$ cat config.mk
export PLATFORM = sky130hd
export DESIGN_NAME = modem_status_reg
export DESIGN_NICKNAME = d
export VERILOG_FILES = /design/src/rtl/modem_stat_pkg.sv /design/src/rtl/msr_sync.sv /design/src/rtl/msr_delta.sv /design/src/rtl/modem_status_reg.sv
export SDC_FILE = /design/constraint.sdc
export NUM_CORES = 1
export LEC_CHECK = 0
export ABC_AREA = 1
export BUFFER_PORTS_ARGS = -buffer_cell sky130_fd_sc_hd__clkbuf_2
export CELL_PAD_IN_SITES_DETAIL_PLACEMENT = 0
export CELL_PAD_IN_SITES_GLOBAL_PLACEMENT = 1
export CORE_MARGIN = 4
export CORE_UTILIZATION = 35
export DETAILED_ROUTE_END_ITERATION = 16
export GPL_TIMING_DRIVEN = 0
export PLACE_DENSITY_LB_ADDON = 0.1
export SYNTH_ARGS = -nofsm -noshare
export SYNTH_HDL_FRONTEND = slang
export SYNTH_HIERARCHICAL = 1
export SYNTH_SLANG_ARGS = --single-unit
$ cat constraint.sdc
create_clock -name clk -period 2.2 [get_ports clk]
set_input_delay 0.55 -clock clk [delete_from_list [all_inputs] [get_ports clk]]
set_output_delay 0.55 -clock clk [all_outputs]
set_load 0.1 [all_outputs]
$ cat src/rtl/modem_stat_pkg.sv
package modem_stat_pkg;

    localparam int NLINE    = 4;
    localparam int MCTL_W   = 5;
    localparam int LOOP_BIT = 4;
    localparam int BYTE_W   = 2 * NLINE;

    // bit order is the register layout: carrier, ring, set ready, clear to send
    typedef struct packed {
        logic dcd;
        logic ri;
        logic dsr;
        logic cts;
    } mline_t;

    localparam mline_t MLINE_RST = '{dcd: 1'b1, ri: 1'b0, dsr: 1'b1, cts: 1'b1};

    // loopback view of the control outputs
    function automatic logic [BYTE_W-1:0] loop_view(input logic [MCTL_W-1:0] m);
        logic [BYTE_W-1:0] v;
        v      = '0;
        v[7]   = m[3];
        v[6]   = m[2];
        v[5]   = m[0];
        v[4]   = m[1];
        return v;
    endfunction

endpackage

$ cat src/rtl/msr_sync.sv
module msr_sync #(
    parameter int          W       = 4,
    parameter logic [W-1:0] RST_VAL = '0
) (
    input  logic         clk,
    input  logic         rst,
    input  logic [W-1:0] async_i,
    output logic [W-1:0] sync_o
);
    logic [W-1:0] meta_q;
    logic [W-1:0] hold_q;

    always_ff @(posedge clk) begin
        if (rst) begin
            meta_q <= RST_VAL;
            hold_q <= RST_VAL;
        end else begin
            meta_q <= async_i;
            hold_q <= meta_q;
        end
    end

    assign sync_o = hold_q;
endmodule

$ cat src/rtl/msr_delta.sv
module msr_delta
    import modem_stat_pkg::*;
(
    input  logic   clk,
    input  logic   rst,
    input  mline_t smp_i,
    input  logic   rd_clr_i,
    output mline_t state_o,
    output mline_t delta_o,
    output logic   upd_o
);
    mline_t st_q, dl_q, diff, set_now;

    always_comb begin
        diff        = st_q ^ smp_i;
        set_now.dcd = diff.dcd;
        set_now.ri  = st_q.ri & ~smp_i.ri;
        set_now.dsr = diff.dsr;
        set_now.cts = diff.cts;
    end

    always_ff @(posedge clk) begin
        if (rst) begin
            st_q <= MLINE_RST;
            dl_q <= '0;
        end else begin
            st_q <= smp_i;
            if (rd_clr_i) dl_q <= set_now;
            else          dl_q <= dl_q | set_now;
        end
    end

    assign state_o = st_q;
    assign delta_o = dl_q;
    assign upd_o   = |diff;

    AST_DELTA_STICKY: assert property (@(posedge clk) disable iff (rst)
        !rd_clr_i |=> ((dl_q & $past(dl_q)) == $past(dl_q)));
    AST_READ_CLEARS: assert property (@(posedge clk) disable iff (rst)
        (rd_clr_i && !upd_o) |=> (dl_q == '0));
    AST_TERI_EDGE: assert property (@(posedge clk) disable iff (rst)
        $rose(dl_q[2]) |-> $fell(st_q[2]));
endmodule

$ cat src/rtl/modem_status_reg.sv
module modem_status_reg
    import modem_stat_pkg::*;
(
    input  logic              clk,
    input  logic              rst,
    input  logic              line_dcd_i,
    input  logic              line_ri_i,
    input  logic              line_dsr_i,
    input  logic              line_cts_i,
    input  logic [MCTL_W-1:0] mctl_i,
    input  logic              rd_i,
    output logic [BYTE_W-1:0] rd_data_o,
    output logic              chg_o,
    input  logic              chg_clr_i
);
    mline_t raw, smp, st, dl;
    logic   upd, loop_en, rd_clr, chg_q;

    assign raw     = '{dcd: line_dcd_i, ri: line_ri_i, dsr: line_dsr_i, cts: line_cts_i};
    assign loop_en = mctl_i[LOOP_BIT];
    assign rd_clr  = rd_i & ~loop_en;

    msr_sync #(.W(NLINE), .RST_VAL(MLINE_RST)) u_sync (
        .clk(clk), .rst(rst), .async_i(raw), .sync_o(smp)
    );

    msr_delta u_delta (
        .clk(clk), .rst(rst), .smp_i(smp), .rd_clr_i(rd_clr),
        .state_o(st), .delta_o(dl), .upd_o(upd)
    );

    always_ff @(posedge clk) begin
        if (rst)            chg_q <= 1'b0;
        else if (upd)       chg_q <= 1'b1;
        else if (chg_clr_i) chg_q <= 1'b0;
    end

    assign rd_data_o = loop_en ? loop_view(mctl_i) : {st, dl};
    assign chg_o     = chg_q;

    AST_CHG_ON_UPDATE: assert property (@(posedge clk) disable iff (rst)
        upd |=> chg_o);
    AST_CHG_HOLD: assert property (@(posedge clk) disable iff (rst)
        (chg_o && !chg_clr_i) |=> chg_o);
endmodule

## Yosys cells after proc, flatten, opt, wreduce, memory -nomap -nowiden

Index checks and enable logic that the tools add are counted.

- Bits in registers: 17
- Output and inout port bits: 9
- Bits of input ports: 13
- Word-level logic and storage cells: 23

- Reductions and logical operators: 2
- Bitwise gates (word level): 6
- Multiplexer cells: 4

Operators with widths:

| kind | number |
|---|---|
| $mux 8 | 1 |
| $mux 4 | 1 |
| $or 4x4->4 | 1 |
| $reduce_or 4->1 | 1 |
| $xor 4x4->4 | 1 |
| $and 1x1->1 | 2 |
| $mux 1 | 2 |
| $not 1->1 | 2 |
| $reduce_bool 2->1 | 1 |

## Longest topological paths before layout

- Depth after elaboration: 4
- Gate-level depth with buffers: 7
- Gate-level depth less buffers: 7

## Modules after synthesis

Netlist, hierarchy kept.

By module, submodules not included:

| module | sequential area each (µm²) | instances | cells each | area an instance (µm²) |
|---|---|---|---|---|
| msr_delta | 160.2 | 1 | 52 | 339.1 |
| msr_sync | 160.2 | 1 | 25 | 224.0 |
| modem_status_reg | 20.0 | 1 | 28 | 138.9 |

## Least setup slack after synthesis

OpenSTA, ideal clock, no wires.

- Path type: input to output
- From: in mctl_i[4]
- To: out rd_data_o[4]
- Required time: 1.650 ns
- Setup slack: -1.013 ns
- Stages: 1
- Buffers on the path: 0
- Arrival time: 2.663 ns
- Cells stage by stage: o21ai_0

- Cells in the longest elaborated chain, start to end: 1

Ends and longest elaborated chain:

| item | line | source |
|---|---|---|
| start: declaration | modem_status_reg.sv:10 | `input logic [MCTL_W-1:0] mctl_i,` |
| $mux 8 | modem_status_reg.sv:38 | `assign rd_data_o = loop_en ? loop_view(mctl_i) : {st, dl};` |
| end: declaration | modem_status_reg.sv:12 | `output logic [BYTE_W-1:0] rd_data_o,` |

No other way between the ends.

## Worst setup path in the final report

Ends and elaborated chain as after synthesis.

==> results.json <==
{
  "postSynthNetCount": 119,
  "ys_ff_latch": 17,
  "grt_pass1_vias": 503,
  "finalHoldViolations": 0,
  "worst-setup-path-type": "input port to output pin",
  "synth_compound_area_share_pct": 6.952,
  "cts_tree": "yes",
  "critPathCaptureType": "output pin",
  "synth.distinct_cells": 10,
  "postCtsSetupRepairBufs": 0,
  "synth_xor_area_share_pct": 0,
  "cellLeakagePower_nw": 0.5512,
  "syn-cell-area_um2": 701.9,
  "pwr-share-seq_pct": 52.6,
  "clkSlewWorstSetupHoldPaths_ns": 0.09,
  "synthAdderAreaFrac_pct": 1.783,
  "switching_share_pct": 32.29,
  "synth_simple_gate_area_share_pct": 25.13,
  "yosys.area.top_type": "dfxtp_1",
  "grt.met3_usage_pct": 2.564,
  "synth_top_family_by_area": "simple AND/OR/NAND/NOR gates",
  "route.detailed.drc": 0,
  "vias": 590,
  "synth_top_area_share_pct": 48.48,
  "dieArea_um2": 2786,
  "ctsLongestPathBuffers": 2,
  "tightest_slew_ns": 0.5422,
  "cts_sinks": 17,
  "muxShareOfSynthArea_pct": 0,
  "grt_max_degree": 11,
  "yosys_warnings": 6,
  "drv_cap": 0,
  "ios": 22,
  "slew_viol_final": 0,
  "final_util_pct": 47.90,
  "finalCritPeriodShare_pct": 89.25,
  "die_w_um": 52.78,
  "die_h_um": 52.78,
  "area_delta_synth_final_pct": 24.24,
  "start_util_pct": 38.56,
  "cp.arrival_ns": 1.41,
  "slew_headroom_pct": 64.01,
  "mostFrequentLayoutCells": "nand2_1, inv_1, clkbuf_2, dfxtp_1, nor2_1",
  "postRouteAntennaNets": 0,
  "ys_seq_area_share_pct": 48.48,
  "dp_cells": 151,
  "internal-power_mw": 0.4243,
  "antenna_cells": 0,
  "fp.coreArea_um2": 1821,
  "fin_nets": 145,
  "critPathLaunchType": "input port",
  "ctsRootBufferMaster": "clkbuf_4",
  "hold_buffers": 0,
  "synth_area_leaders": "dfxtp_1, nand2_1, inv_1, nor2_1, a21oi_1",
  "syn_area_per_cell_um2": 6.685,
  "gp_congestion": 0.6568,
  "clock_power_share_pct": 25.5,
  "skew_ns": 0.002037,
  "p_sw_mw": 0.2024,
  "drt_wl_total_mm": 1.144,
  "required_ns": 1.65,
  "finalNonFillerCells": 155,
  "setup_viol": 0,
  "num_rows": 15,
  "fin_crit_ns": 1.963,
  "cp_max_fo": 10,
  "hp-class": "flip-flop to flip-flop",
  "cts_resized": 0,
  "pre_cts_slack_ns": 0.2279,
  "avgViaCountPerCell": 3.806,
  "drt_iter0_drc": 6,
  "overflow": 0,
  "ir_drop_mv": 0.3538,
  "pwr-share-comb_pct": 21.9,
  "io_buffers": 21,
  "insertion_delay_ns": 0.28,
  "drtPass1Iterations": 3,
  "status": "finished clean",
  "grt_pass1_wl_mm": 1.959,
  "track_usage_pct": 9.639,
  "rsz0062_at_grt": "no",
  "max_freq_mhz": 509.3,
  "drive_above_1_share_pct": 23.08,
  "gr-max-usage-layer": "met2",
  "wl_per_cell_um": 7.381,
  "synthCells": 105,
  "cts_max_level": 1,
  "fin_ws_ns": 0.2365,
  "power.density_nw_per_um2": 718.6,
  "dp_hpwl_um": 912.4,
  "layout_commonest_cell": "nand2_1",
  "antenna_found_initial": 0,
  "met2_usage_pct": 14.88,
  "cts-buffers-inserted": 3,
  "met1_usage_pct": 12.09
}
==> synth_stat cells <==
master   count
nand2_1     36
inv_1       28
dfxtp_1     17
nor2_1      11
a21oi_1      5
o21ai_0      3
inv_2        2
buf_6        1
ha_1         1
o21ai_2      1
==> final timing paths <==
kind | start | to | slack (ns) | cells past startpoint
setup / recovery | mctl_i[4] | rd_data_o[4] | 0.24 | 5
setup reg to reg | u_sync/sync_o[2] | chg_o | 1.18 | 7
hold / removal | u_sync/meta_q[2] | u_sync/sync_o[2] | 0.41 | 2
hold reg to reg | u_sync/meta_q[2] | u_sync/sync_o[2] | 0.41 | 2
==> per-stage QoR <==
| stage | area, µm² | hold slack [ns] | total power, mW | setup TNS [ns] |
|---|---|---|---|---|
| after floorplan | 709.4 | 0.3866 | 0.4457 | -1.384 |
| after global placement | 845.8 | 0.3890 | 0.4735 | 0 |
| after detailed placement | 845.8 | 0.3983 | 0.4754 | 0 |
| after CTS | 872.1 | 0.4127 | 0.6380 | 0 |
| after global routing | 872.1 | 0.4272 | 0.6642 | 0 |
| final | 872.1 | 0.4115 | 0.6267 | 0 |
==> cell type report <==
cell class / instances / area, µm²
buffer: 1 / 11.26
clock buffer: 4 / 26.28
fill: 206 / 948.4
inverter: 30 / 112.6
multi-input combinational: 57 / 245.2
sequential: 17 / 340.3
tap: 25 / 31.28
timing repair buffer: 21 / 105.1
==> flip-flops by register name, summed over array words and instances (netlist names) <==
register	cells
u_delta/delta_o	4
u_delta/state_o	4
u_sync/meta_q	4
u_sync/sync_o	4
chg_o	1
==> logic make-up (layout without fill, tap and decap cells) <==
group	after synthesis	count (layout)
simple gates	47	47
buf+inv	31	56
flops	17	17
compound gates	9	9
fa+ha+maj	1	1
==> worst max-delay path, stage by stage <==
cell,delay [ns]
clkbuf_2,0.14
buf_6,0.14
nand2_1,0.05
o21ai_1,0.07
clkbuf_2,0.47
==> routing by layer <==
layer | up-vias | part of all wire, %
li1 | 347 | -
met1 | 220 | 51
met2 | 21 | 38
met3 | 2 | 9.7
met4 | 0 | 1.0
met5 | - | 0
==> power groups by stage <==
| stage | Clock, mW | Sequential [mW] | Combinational [mW] |
|---|---|---|---|
| detailed placement | 0 | 0.337 | 0.139 |
| floorplan | 0 | 0.350 | 0.0956 |
| finish | 0.160 | 0.330 | 0.137 |
| CTS | 0.169 | 0.330 | 0.139 |
| global route | 0.182 | 0.332 | 0.150 |
| global placement | 0 | 0.336 | 0.137 |
Note: power is estimated with default switching activity, not from simulation.
